**src/rtl/sclk_divgen_pkg.sv**
```systemverilog
`timescale 1ns/1ps
package sclk_divgen_pkg;

    // Serial clock level state
    typedef enum logic [1:0] {
        ST_IDLE = 2'd0,
        ST_LOW  = 2'd1,
        ST_HIGH = 2'd2
    } sclk_state_e;

endpackage

```
**src/rtl/sclk_cfg_latch.sv**
```systemverilog
`timescale 1ns/1ps
module sclk_cfg_latch #(
    parameter int COARSE_W = 4,
    parameter int EXT_W    = 8,
    parameter int DIV_W    = 16
) (
    input  logic                clk,
    input  logic                rst_n,
    input  logic                chan_en,
    input  logic                fine_sel,
    input  logic [COARSE_W-1:0] clkd_fld,
    input  logic [EXT_W-1:0]    ext_fld,
    input  logic                cpol,
    input  logic                cpha,
    output logic [DIV_W-1:0]    term_o,
    output logic                cpol_o,
    output logic                cpha_o
);

    localparam int FINE_W = COARSE_W + EXT_W;

    logic                fine_q;
    logic [COARSE_W-1:0] clkd_q;
    logic [EXT_W-1:0]    ext_q;
    logic                cpol_q;
    logic                cpha_q;
    logic [DIV_W-1:0]    pow_w;
    logic [DIV_W-1:0]    fine_w;

    // Capture the channel setup only while the channel is off
    always_ff @(posedge clk) begin
        if (!rst_n) begin
            fine_q <= 1'b0;
            clkd_q <= '0;
            ext_q  <= '0;
            cpol_q <= 1'b0;
            cpha_q <= 1'b0;
        end else if (!chan_en) begin
            fine_q <= fine_sel;
            clkd_q <= clkd_fld;
            ext_q  <= ext_fld;
            cpol_q <= cpol;
            cpha_q <= cpha;
        end
    end

    // Terminal count = divider minus one
    always_comb begin
        pow_w  = {{(DIV_W-1){1'b0}}, 1'b1} << clkd_q;
        fine_w = DIV_W'({ext_q, clkd_q});
        term_o = fine_q ? fine_w : (pow_w - DIV_W'(1));
    end

    assign cpol_o = cpol_q;
    assign cpha_o = cpha_q;

    // nothing captured moves across an enabled edge
    assert_cfg_frozen_R4: assert property (@(posedge clk) disable iff (!rst_n)
        $past(chan_en) |-> ($stable(term_o) && $stable(cpol_o) && $stable(cpha_o)))
        else $error("captured configuration changed while enabled");

    initial begin
        if (FINE_W >= DIV_W) $error("DIV_W too narrow for fine divider");
    end

endmodule

```
**src/rtl/sclk_half_cnt.sv**
```systemverilog
`timescale 1ns/1ps
module sclk_half_cnt #(
    parameter int DIV_W = 16
) (
    input  logic             clk,
    input  logic             rst_n,
    input  logic             run,
    input  logic [DIV_W-1:0] term_i,
    output logic             hit_o
);

    logic [DIV_W-1:0] cnt_q;

    assign hit_o = run && (cnt_q == term_i);

    always_ff @(posedge clk) begin
        if (!rst_n) begin
            cnt_q <= '0;
        end else if (!run || hit_o) begin
            cnt_q <= '0;
        end else begin
            cnt_q <= cnt_q + DIV_W'(1);
        end
    end

    // counter stays inside the half period
    assert_cnt_bound_R6: assert property (@(posedge clk) disable iff (!rst_n)
        run |-> (cnt_q <= term_i))
        else $error("half-period counter beyond terminal");

    // disabling clears the count so a new enable starts from zero
    assert_cnt_clear_R6: assert property (@(posedge clk) disable iff (!rst_n)
        !run |=> (cnt_q == '0))
        else $error("counter not cleared while disabled");

    // counting advances by one between expiries
    assert_cnt_step_R6: assert property (@(posedge clk) disable iff (!rst_n)
        (run && $past(run) && !$past(hit_o)) |-> (cnt_q == $past(cnt_q) + DIV_W'(1)))
        else $error("counter skipped a step");

endmodule

```
**src/rtl/sclk_edge_fsm.sv**
```systemverilog
`timescale 1ns/1ps
module sclk_edge_fsm
    import sclk_divgen_pkg::*;
(
    input  logic clk,
    input  logic rst_n,
    input  logic run,
    input  logic hit,
    input  logic cpol,
    input  logic cpha,
    output logic sclk_o,
    output logic tgl_o,
    output logic smp_o
);

    sclk_state_e state_q;
    sclk_state_e state_d;
    logic        tgl_q;
    logic        smp_q;
    logic        going_active;

    // State register
    always_ff @(posedge clk) begin
        if (!rst_n) begin
            state_q <= ST_IDLE;
        end else begin
            state_q <= state_d;
        end
    end

    // Next-state logic
    always_comb begin
        state_d = state_q;
        if (!run) begin
            state_d = ST_IDLE;
        end else begin
            unique case (state_q)
                ST_IDLE: state_d = hit ? ST_HIGH : ST_LOW;
                ST_LOW:  state_d = hit ? ST_HIGH : ST_LOW;
                ST_HIGH: state_d = hit ? ST_LOW  : ST_HIGH;
                default: state_d = ST_IDLE;
            endcase
        end
    end

    assign going_active = (state_q != ST_HIGH);

    // Registered strobes aligned with the new level
    always_ff @(posedge clk) begin
        if (!rst_n) begin
            tgl_q <= 1'b0;
            smp_q <= 1'b0;
        end else begin
            tgl_q <= run && hit;
            smp_q <= run && hit && (going_active ^ cpha);
        end
    end

    assign sclk_o = cpol ^ (state_q == ST_HIGH);
    assign tgl_o  = tgl_q;
    assign smp_o  = smp_q;

    // every strobe comes with a level change
    assert_tgl_moves_R7: assert property (@(posedge clk) disable iff (!rst_n)
        tgl_o |-> (sclk_o != $past(sclk_o)))
        else $error("toggle strobe without a level change");

    // sampling marks are a subset of transitions
    assert_smp_subset_R8: assert property (@(posedge clk) disable iff (!rst_n)
        smp_o |-> tgl_o)
        else $error("sample strobe without a transition");

    // level moves only when the strobe says so
    assert_level_quiet_R7: assert property (@(posedge clk) disable iff (!rst_n)
        ($past(run) && run && !tgl_o) |-> $stable(sclk_o))
        else $error("serial clock moved without a strobe");

endmodule

```
**src/rtl/sclk_divgen.sv**
```systemverilog
`timescale 1ns/1ps
module sclk_divgen #(
    parameter int COARSE_W = 4,
    parameter int EXT_W    = 8
) (
    input  logic                clk,
    input  logic                rst_n,
    input  logic                chan_en,
    input  logic                fine_sel,
    input  logic [COARSE_W-1:0] clkd_fld,
    input  logic [EXT_W-1:0]    ext_fld,
    input  logic                cpol,
    input  logic                cpha,
    output logic                sclk_o,
    output logic                tgl_stb_o,
    output logic                smp_stb_o
);

    localparam int POW_MAX = (1 << COARSE_W) - 1;
    localparam int FINE_W  = COARSE_W + EXT_W;
    localparam int DIV_W   = (POW_MAX + 1 > FINE_W + 1) ? POW_MAX + 1 : FINE_W + 1;

    logic [DIV_W-1:0] term_w;
    logic             cpol_w;
    logic             cpha_w;
    logic             hit_w;

    sclk_cfg_latch #(
        .COARSE_W (COARSE_W),
        .EXT_W    (EXT_W),
        .DIV_W    (DIV_W)
    ) cfg_i (
        .clk      (clk),
        .rst_n    (rst_n),
        .chan_en  (chan_en),
        .fine_sel (fine_sel),
        .clkd_fld (clkd_fld),
        .ext_fld  (ext_fld),
        .cpol     (cpol),
        .cpha     (cpha),
        .term_o   (term_w),
        .cpol_o   (cpol_w),
        .cpha_o   (cpha_w)
    );

    sclk_half_cnt #(
        .DIV_W (DIV_W)
    ) cnt_i (
        .clk    (clk),
        .rst_n  (rst_n),
        .run    (chan_en),
        .term_i (term_w),
        .hit_o  (hit_w)
    );

    sclk_edge_fsm fsm_i (
        .clk    (clk),
        .rst_n  (rst_n),
        .run    (chan_en),
        .hit    (hit_w),
        .cpol   (cpol_w),
        .cpha   (cpha_w),
        .sclk_o (sclk_o),
        .tgl_o  (tgl_stb_o),
        .smp_o  (smp_stb_o)
    );

    // one cycle after a disabled edge the level is idle
    assert_idle_level_R5: assert property (@(posedge clk) disable iff (!rst_n)
        !chan_en |=> (sclk_o == cpol_w && !tgl_stb_o))
        else $error("serial clock not idle after disable");

    // divider of one toggles every enabled cycle
    assert_div1_toggle_R3: assert property (@(posedge clk) disable iff (!rst_n)
        ($past(chan_en) && $past(term_w) == '0) |-> tgl_stb_o)
        else $error("divide-by-one missed a transition");

    // strobes quiet in reset
    assert_reset_quiet_R9: assert property (@(posedge clk)
        $past(!rst_n) |-> (!tgl_stb_o && !smp_stb_o))
        else $error("strobe active out of reset");

endmodule

```
**config.mk**
```make
export PLATFORM = sky130hd
export DESIGN_NAME = sclk_divgen
export DESIGN_NICKNAME = d
export VERILOG_FILES = /design/src/rtl/sclk_divgen_pkg.sv /design/src/rtl/sclk_cfg_latch.sv /design/src/rtl/sclk_half_cnt.sv /design/src/rtl/sclk_edge_fsm.sv /design/src/rtl/sclk_divgen.sv
export SDC_FILE = /design/constraint.sdc
export NUM_CORES = 1
export LEC_CHECK = 0
export ABC_CLOCK_PERIOD_IN_PS = 2890
export BUFFER_PORTS_ARGS = -buffer_cell sky130_fd_sc_hd__buf_2
export CAP_MARGIN = 15
export CORE_ASPECT_RATIO = 1.4
export CORE_MARGIN = 1.5
export CORE_UTILIZATION = 52
export DETAILED_ROUTE_END_ITERATION = 12
export GPL_TIMING_DRIVEN = 0
export PLACE_DENSITY = 0.83
export SLEW_MARGIN = 15
export SYNTH_ARGS = -nofsm -noshare
export SYNTH_HDL_FRONTEND = slang
export SYNTH_SLANG_ARGS = --single-unit
```
**constraint.sdc**
```tcl
create_clock -name clk -period 2.89 [get_ports clk]
set_input_delay 0.1445 -clock clk [delete_from_list [all_inputs] [get_ports clk]]
set_output_delay 0.1445 -clock clk [all_outputs]
set_load 0.02 [all_outputs]
```
==> results of run 1 <==
tightest hold or removal path: cells and delay by family:
kind | cells | cell delay [ns]
muxes | 1 | 0.05
and+or+nand+nor | 1 | 0.09
buffers and inverters | 1 | 0.07
logic make-up after synthesis:
logic type,Yosys count,share of synthesized area
adders and majority gates,2,0.0126
buffers and inverters,17,0.0688
and+or+nand+nor,87,0.241
muxes,17,0.0859
AOI/OAI and AO/OA,27,0.101
DFF,35,0.354
xor gates and xnor gates,31,0.137
sequential cells by signal, summed over array words and instances, names as in the netlist:
register,cells
cfg_i.cpol_o,1
cnt_i.cnt_q,16
cfg_i.fine_q,1
fsm_i.tgl_o,1
fsm_i.state_q,2
cfg_i.ext_q,8
cfg_i.clkd_q,4
cfg_i.cpha_o,1
fsm_i.smp_o,1
metrics by stage:
stage / cells / utilization / hold WS [ns] / instance area, sq um
CTS: 292 / 0.640 / 0.104 / 2330
floorplan: 216 / - / 0.273 / 2000
detailed placement: 277 / 0.589 / 0.405 / 2140
global route: 298 / 0.672 / 0.115 / 2450
global placement: 277 / 0.589 / 0.394 / 2140
finish: 298 / 0.672 / 0.101 / 2450
where the power goes:
group | switching (uW) | internal, uW | total, uW | leakage [uW]
Sequential | 12.7 | 497 | 510 | 0.000288
Combinational | 123 | 130 | 253 | 0.000676
Clock | 182 | 165 | 347 | 0.0000477
layer usage:
| metal | vias up | part of all wire | GRT usage |
|---|---|---|---|
| li1 | 818 | - | - |
| met1 | 778 | 0.40 | 0.230 |
| met2 | 37 | 0.52 | 0.387 |
| met3 | 12 | 0.037 | 0.0647 |
| met4 | 0 | 0.046 | 0.144 |
| met5 | - | 0 | 0 |
synthesized netlist by cell type (4+ instances only):
library cell,number,area share
nor2_1,23,0.044
o21ai_1,6,0.015
nand3_1,8,0.020
xnor2_1,17,0.075
mux2i_1,17,0.086
nor2b_1,17,0.054
clkbuf_8,4,0.028
xor2_1,14,0.062
dfxtp_1,35,0.35
or3_1,5,0.016
nand2_1,12,0.023
o21bai_1,4,0.015
and3_1,5,0.016
final timing paths:
kind / from / end / cells past startpoint
setup / recovery: cfg_i.clkd_q[3] / fsm_i.state_q[1] / 11
hold / removal: cpol / cfg_i.cpol_o / 3
setup reg to reg: cfg_i.clkd_q[3] / fsm_i.state_q[1] / 11
hold reg to reg: cnt_i.cnt_q[0] / cnt_i.cnt_q[0] / 1
what timing repair did:
item / CTS / global route
setup buffers: 7 / 6
pin swaps: 19 / 8
resized for setup: 17 / 21
gates cloned: 1 / 0
setup endpoints to repair: 19 / 20
hold buffers: 0 / 0
layout make-up:
cell class	count	area, sq um	area share
multi-input cells	164	1240	0.509
flip-flops and latches	35	711	0.290
repair buffers	33	211	0.0864
plain buffers	12	129	0.0527
clock buffers	5	68.8	0.0281
well taps	42	52.6	0.0215
clock inverters	3	15.0	0.00613
inverters	4	15.0	0.00613
==> out/summary.txt, run 1 <==
Final HPWL DP: 2950 um
Starting Density: 0.544
Fmax: 323 MHz
Ys flop type: dfxtp_1
Fin Clk Skew: 0.00739 ns
Fin. Hold Viols: 0
Largest net degree at the start of global routing: 12
Final critical-path required period: 3.09 ns
Unrepaired setup endpoints after global routing: yes
CTS max path bufs: 2
Die Y: 76.0 um
Pwr dens: 454 mW/mm^2
Worst setup SP type: flop
Clock Sinks: 35
Post-Syn Nets: 236
Syn. warnings: 0
Vias per std cell: 5.52
Post-route ant nets: 0
Setup WS pre-CTS: -0.375 ns
Max FO, Critical Path: 5
Setup Viol. Count Final: 20
Antenna violations before repair: 0
Area growth, synth to finish: 23.5%
WP buf/inv: 2
Post-synthesis async set-or-reset flop share: 0
Detailed-route DRC error count: 0
N_diodes: 0
Max_slew headroom: 0.506
Iteration-0 DRC Markers: 43
Reg2reg setup slack: -0.20 ns
Critical Path RT: 3.12 ns
Worst Setup Path Type: reg2reg
Number of flops mapped to enable cells by yosys: 0
Status: finished, violations left
Power after layout: 1110 uW
RD Place Congestion: 0.828
Worst-Margin Slew: 0.740 ns
Critical-path top delay cell: or4_4
Fin crit share: 1.07
Die X: 55.2 um
Latest clock arrival within the worst-skew pair: 0.29 ns
Worst hold path type: in2reg
Register area share after synthesis: 0.354
Setup TNS: -1.28 ns
First-pass GRT wire length: 6960 um
GRT overflow: 0
Port Buffer Count: 19
Wire per inst: 15.1 um
Commonest cells after routing, fill and taps aside: dfxtp_1 (31), buf_2 (19), xnor2_1 (17), mux2i_1 (17), nor2b_1 (16)
Failing checks: negative setup slack
Vias in the first global route: 1,646
Core area: 0.00364 sq mm
Post-synthesis cell type count: 46
Share of layout cells above drive strength 1: 0.324
Post-Syn Instances: 216
H-tree levels: 2
Crit-path cells: buf_8 -> or4_4 -> ha_4 -> or3_1 -> a21o_1 -> a221oi_4 -> xnor2_1 -> nand4_2 -> buf_6 -> or3_4 -> a21oi_2
# rows: 26
Flops & latches, synth: 35
Max-Cap Viols: 0
Routed WL: 4500 um
# nets final: 275
All-Layer GR Usage: 0.229
Cell area after synthesis: 0.00198 sq mm
Pre-Repair DR Iteration Count: 4
TritonCTS clock tree: done
Die area: 0.00420 sq mm
Pins Over Slew Limit: 0
Clk root buf: clkbuf_8
Via count: 1,645
CTS buffer count: 5
Most common cell after layout, fill and taps aside: dfxtp_1
Max VDD drop: 0.390 mV
CP arrival: 3.33 ns
Final worst slack: -0.203 ns
FILL cells: 282
Worst path top cell family by delay: simple AND/OR/NAND/NOR gates
CP Capture Type: flop
Io pins: 21
CP peak stage delay: 0.53 ns
Leakage: 0.00101 uW
Post-Syn Area per Cell: 9.18 sq um
Reg clk slew, reported paths: 0.07 ns
Power figures use the tool's default switching activity.
==> run 2, diff against run 1 <==
Settings changed: SETUP_SLACK_MARGIN from default to 0.4.
==> run 2 against run 1 <==
Final cell count grew 1.0%. First-iteration DRC count grew 51%. Largest cell class unchanged. Routed wire length shrank 1.9%. Critical endpoint is now fsm_i.state_q[0]. The flow still finishes with violations (negative setup slack).
==> out/summary.txt, run 2 (synthesized netlist as in run 1, its figures left out) <==
Status: finished, violations left
Failing checks: negative setup slack
Setup Viol. Count Final: 19 (-5.0%)
Number of hold buffers added after CTS: 0 (unchanged)
R2R depth: 11 (unchanged)
Fin Hold WS: 0.101 ns (-0.000303 ns)
# rows: 26 (unchanged)
Port Buffer Count: 19 (unchanged)
GRT overflow: 0 (unchanged)
Design area: 0.00245 sq mm (unchanged)
Die X: 55.2 um (unchanged)
Wire per inst: 14.7 um (-2.8%)
Vias per std cell: 5.51 (-0.21%)
Fin Clk Skew: 0.00972 ns (+0.00233 ns)
Die area: 0.00420 sq mm (unchanged)
Post-place instance area: 0.00215 sq mm (about the same)
H-tree levels: 2 (unchanged)
Share of layout cells above drive strength 1: 0.324 (about the same)
Worst-Margin Slew: 0.724 ns (-0.0164 ns)
# nets final: 278 (+1.1%)
Vias in the first global route: 1,609 (-2.2%)
Clk root buf: clkbuf_8
Most common cell after layout, fill and taps aside: dfxtp_1
Fin crit share: 1.10 (+0.0257)
N_diodes: 0 (unchanged)
Fin. Hold Viols: 0 (unchanged)
Worst setup SP type: flop
Hold path cells: 3 (unchanged)
Largest reg by FF count: cnt_i.cnt_q
Unrepaired setup endpoints after global routing: yes
Leakage: 0.000998 uW (-1.3%)
Core area: 0.00364 sq mm (unchanged)
Post-route ant nets: 0 (unchanged)
Final worst slack: -0.278 ns (-0.0744 ns)
TritonCTS clock tree: done
Commonest cells after routing, fill and taps aside: dfxtp_1 (31), buf_2 (19), nor2b_1 (17), xnor2_1 (17), mux2i_1 (17)
Iteration-0 DRC Markers: 65 (+51%)
All-Layer GR Usage: 0.230 (+0.000673)
CP Capture Type: flop
Pre-Repair DR Iteration Count: 4 (unchanged)
Fmax: 316 MHz (-2.3%)
Worst hold path type: in2reg
Pwr dens: 455 mW/mm^2 (+0.36%)
Max VDD drop: 0.363 mV (-7.0%)
Max-Cap Viols: 0 (unchanged)
Max_slew headroom: 0.517 (+0.0109)
Pins Over Slew Limit: 0 (unchanged)
Setup WS pre-CTS: -0.406 ns (-0.0314 ns)
Worst Setup Path Type: reg2reg
Final critical-path required period: 3.17 ns (+0.0744 ns)
Latest clock arrival within the worst-skew pair: 0.30 ns (about the same)
RD Place Congestion: 0.885 (+6.9%)
Via count: 1,658 (+0.79%)
Reg clk slew, reported paths: 0.08 ns (about the same)
Max FO, Critical Path: 6 (+1)
Final HPWL DP: 2890 um (-2.1%)
Top Registers: cnt_i.cnt_q (16), cfg_i.ext_q (8), cfg_i.clkd_q (4)
Clock Sinks: 35 (unchanged)
Io pins: 21 (unchanged)
First-pass GRT wire length: 7020 um (+0.89%)
CTS max path bufs: 2 (unchanged)
Routed WL: 4420 um (-1.9%)
Starting Density: 0.544 (unchanged)
Area growth, synth to finish: 23.5% (unchanged)
Critical Path RT: 3.12 ns (about the same)
Largest net degree at the start of global routing: 12 (unchanged)
Detailed-route DRC error count: 0 (unchanged)
Die Y: 76.0 um (unchanged)
Final core utilization: 0.672 (unchanged)
Max FFs per register: 16 (unchanged)
CP arrival: 3.39 ns (+0.06 ns)
Power after layout: 1110 uW (+0.36%)
Antenna violations before repair: 0 (unchanged)
CTS buffer count: 5 (unchanged)
[run 2: what timing repair did]
| item | 4_1_cts | 5_1_grt |
|---|---|---|
| setup buffers | 10 | 5 |
| endpoints found under the setup margin | 20 | 20 |
| resized for setup | 13 | 19 |
| pin swaps | 15 | 3 |
| hold endpoints to repair | 0 | 0 |
| cloned | 1 | 0 |
[run 2: per-stage QoR]
step           setup TNS [ns]  cells
6_report                -3.95    301
5_1_grt                 -5.36    301
3_3_place_gp            -4.51    277
3_5_place_dp            -5.44    277
2_1_floorplan          -0.484    216
4_1_cts                 -3.37    296
[run 2: final timing paths]
path	to	slack, ns	from
max	fsm_i.state_q[0]	-0.28	cfg_i.clkd_q[1]
min	cfg_i.clkd_q[1]	0.10	clkd_fld[1]
max reg2reg	fsm_i.state_q[0]	-0.28	cfg_i.clkd_q[1]
min reg2reg	cnt_i.cnt_q[0]	0.50	cnt_i.cnt_q[0]
[run 2: layout make-up]
cell class | instances | area, sq um
sequential | 35 | 711
fill | 288 | 1200
tap | 42 | 52.6
inverter | 4 | 15.0
buffer | 13 | 135
clock buffer | 6 | 72.6
clock inverter | 2 | 12.5
multi-input combinational | 164 | 1220
timing repair buffer | 35 | 226
[run 2: critical path, cell delays in order, from the launching register on]
cell      delay [ns]
dfxtp_2         0.34
clkbuf_8        0.13
or4_4           0.53
ha_4            0.18
buf_6           0.12
or3_4           0.32
a211oi_2        0.25
o21ai_1         0.11
a221oi_2        0.29
nand4_2         0.18
or4b_1          0.50
a21oi_1         0.14
[run 2: power by group]
part,internal (uW),total [uW],switching (uW)
Combinational,134,251,117
Clock,168,353,184
Sequential,497,511,13.3
[run 2: layer usage]
layer | routed length [um] | vias up | GRT usage
met4 | 197 | 0 | 0.144
met3 | 158 | 17 | 0.0510
li1 | - | 821 | -
met2 | 2310 | 41 | 0.371
met1 | 1750 | 779 | 0.257
met5 | 0 | - | 0
==> run 3, diff against run 2 <==
Settings changed: CORE_UTILIZATION 52 to 49, PLACE_DENSITY 0.83 to 0.79, SLEW_MARGIN 15 to 20.
==> run 3 against run 2 <==
The run still ends with negative setup slack left. Die area grew 5.8%. Largest power group unchanged. Largest cell class unchanged. Clock skew shrank 0.0043 ns. Global-route usage shrank 1.9 points. Critical endpoint unchanged.
==> out/summary.txt, run 3 (synthesized netlist as in run 1, its figures left out) <==
Status: finished, violations left
Failing checks: negative setup slack
Die Y: 78.3 um (+2.9%)
Pins Over Slew Limit: 0 (unchanged)
Wire per inst: 14.3 um (-2.8%)
Via count: 1,616 (-2.5%)
Antenna violations before repair: 0 (unchanged)
WP buf/inv: 2 (unchanged)
# rows: 27 (+3.8%)
Worst Setup SP: cfg_i.clkd_q[0]
Leakage: 0.00101 uW (+1.6%)
TritonCTS clock tree: done
Fin Clk Skew: 0.00542 ns (-0.00430 ns)
Io pins: 21 (unchanged)
Post-place instance area: 0.00215 sq mm (about the same)
Starting Density: 0.506 (-0.0382)
First-pass GRT wire length: 7280 um (+3.6%)
Area growth, synth to finish: 23.2%
Storage cell area: 711 sq um (unchanged)
Fin Hold WS: 0.113 ns (+0.0122 ns)
Max_slew headroom: 0.517 (-0.000918)
Largest net degree at the start of global routing: 11 (-1)
Share of layout cells above drive strength 1: 0.295 (-0.0298)
Final worst slack: -0.292 ns (-0.0147 ns)
Pwr dens: 456 mW/mm^2 (+0.17%)
Design area: 0.00244 sq mm (-0.20%)
FF-to-FF Start: cfg_i.clkd_q[0]
Port Buffer Count: 19 (unchanged)
Worst-Margin Slew: 0.725 ns (+0.00138 ns)
Worst setup SP type: flop
CP arrival: 3.41 ns (+0.02 ns)
Pre-Repair DR Iteration Count: 4 (unchanged)
Max-Cap Viols: 0 (unchanged)
Fin. Hold Viols: 0 (unchanged)
Unrepaired setup endpoints after global routing: yes
Core area: 0.00392 sq mm (+7.6%)
Critical Path RT: 3.12 ns (about the same)
Max VDD drop: 0.410 mV (+13%)
Vias in the first global route: 1,647 (+2.4%)
Latest clock arrival within the worst-skew pair: 0.29 ns (about the same)
Worst path top cell family by delay: simple AND/OR/NAND/NOR gates
CTS max path bufs: 2 (unchanged)
GRT overflow: 0 (unchanged)
Hold path startpoint: ext_fld[4]
Max FO, Critical Path: 6 (unchanged)
Setup Viol. Count Final: 20 (+1)
H-tree levels: 2 (unchanged)
# nets final: 278 (unchanged)
CTS buffer count: 5 (unchanged)
Fin crit share: 1.10 (+0.00507)
Detailed-route DRC error count: 0 (unchanged)
Worst hold path type: in2reg
Critical-path top delay cell: or4b_1
Commonest cells after routing, fill and taps aside: dfxtp_1 (31), nor2_1 (19), buf_2 (19), xnor2_1 (17), mux2i_1 (17)
Area of the multi-input gates: 0.00121 sq mm (-1.0%)
Crit-path cells: buf_8 -> or4_4 -> ha_4 -> buf_6 -> nor2b_4 -> a22o_1 -> or3_1 -> a221oi_2 -> nand4_2 -> or4b_1 -> a21oi_2
Worst Setup Path Type: reg2reg
RD Place Congestion: 0.887 (+0.21%)
Number of hold buffers added after CTS: 0 (unchanged)
FILL cells: 327 (+14%)
CP peak stage delay: 0.57 ns (+0.04 ns)
Vias per std cell: 5.37 (-2.5%)
CP Capture Type: flop
Top Registers: cnt_i.cnt_q (16), cfg_i.ext_q (8), cfg_i.clkd_q (4)
Die area: 0.00444 sq mm (+5.8%)
All-Layer GR Usage: 0.210 (-0.0193)
Reg clk slew, reported paths: 0.07 ns (about the same)
Clk root buf: clkbuf_8
Max FFs per register: 16 (unchanged)
Clock Sinks: 35 (unchanged)
Fmax: 314 MHz (-0.46%)
Final HPWL DP: 2840 um (-1.7%)
Largest reg by FF count: cnt_i.cnt_q
Die X: 56.8 um (+2.9%)
Post-route ant nets: 0 (unchanged)
Routed WL: 4300 um (-2.8%)
Iteration-0 DRC Markers: 64 (-1.5%)
Final critical-path required period: 3.18 ns (+0.0147 ns)
N_diodes: 0 (unchanged)
Most common cell after layout, fill and taps aside: dfxtp_1
## run 3: cell types whose count changed in the layout (fill, tap and decap cells not counted), sizes merged
cell	previous run	this run
clkinvlp	1	0
## run 3: layer usage
metal  vias up  part of all wire  track usage  wire (um)
li1        812                 -            -          -
met1       758              0.40        0.237       1740
met2        38              0.53        0.372       2270
met3         8             0.042       0.0445        182
met4         0             0.024       0.0977        104
met5         -                 0            0          0
## run 3: metrics by stage
stage,setup TNS [ns],total power [uW],util,worst slack (ns),std cells
CTS,-2.78,1110,0.606,-0.287,297
floorplan,-0.484,672,-,-0.0868,216
detailed placement,-6.09,714,0.548,-0.438,278
global route,-6.17,1170,0.623,-0.423,301
finish,-3.63,1110,0.623,-0.292,301
global placement,-4.94,710,0.548,-0.379,278
## run 3: path summary, 6_finish.rpt
check / cells past startpoint / endpoint / slack, ns
worst max-delay path: 11 / fsm_i.state_q[0] / -0.29
worst min-delay path: 3 / cfg_i.ext_q[4] / 0.11
worst max register to register: 11 / fsm_i.state_q[0] / -0.29
worst min register to register: 1 / cnt_i.cnt_q[0] / 0.50
## run 3: power breakdown
part / total (uW) / leakage [uW] / switching [uW] / internal, uW
sequential: 510 / 0.000288 / 12.2 / 498
combinational: 250 / 0.000679 / 116 / 134
clock: 354 / 0.0000470 / 167 / 187
## run 3: final cells by class
| type | count | share of cell area |
|---|---|---|
| Sequential cell | 35 | 0.291 |
| Tap cell | 43 | 0.0220 |
| Inverter | 4 | 0.00615 |
| Timing Repair Buffer | 35 | 0.0927 |
| Clock inverter | 1 | 0.00205 |
| Buffer | 13 | 0.0569 |
| Multi-Input combinational cell | 164 | 0.495 |
| Clock buffer | 6 | 0.0338 |
## run 3: worst register-to-register path: cells and delay by family, from the launching register on
kind / cells / cell delay, ns
simple gates: 5 / 1.76
compound gates: 3 / 0.61
flops: 1 / 0.33
buf+inv: 2 / 0.24
fa+ha+maj: 1 / 0.17
## run 3: what timing repair did
action,4_1_cts,5_1_grt
setup endpoints to repair,20,20
gates resized for setup,17,9
pin swaps,16,8
gates cloned,1,0
setup buffers,11,4
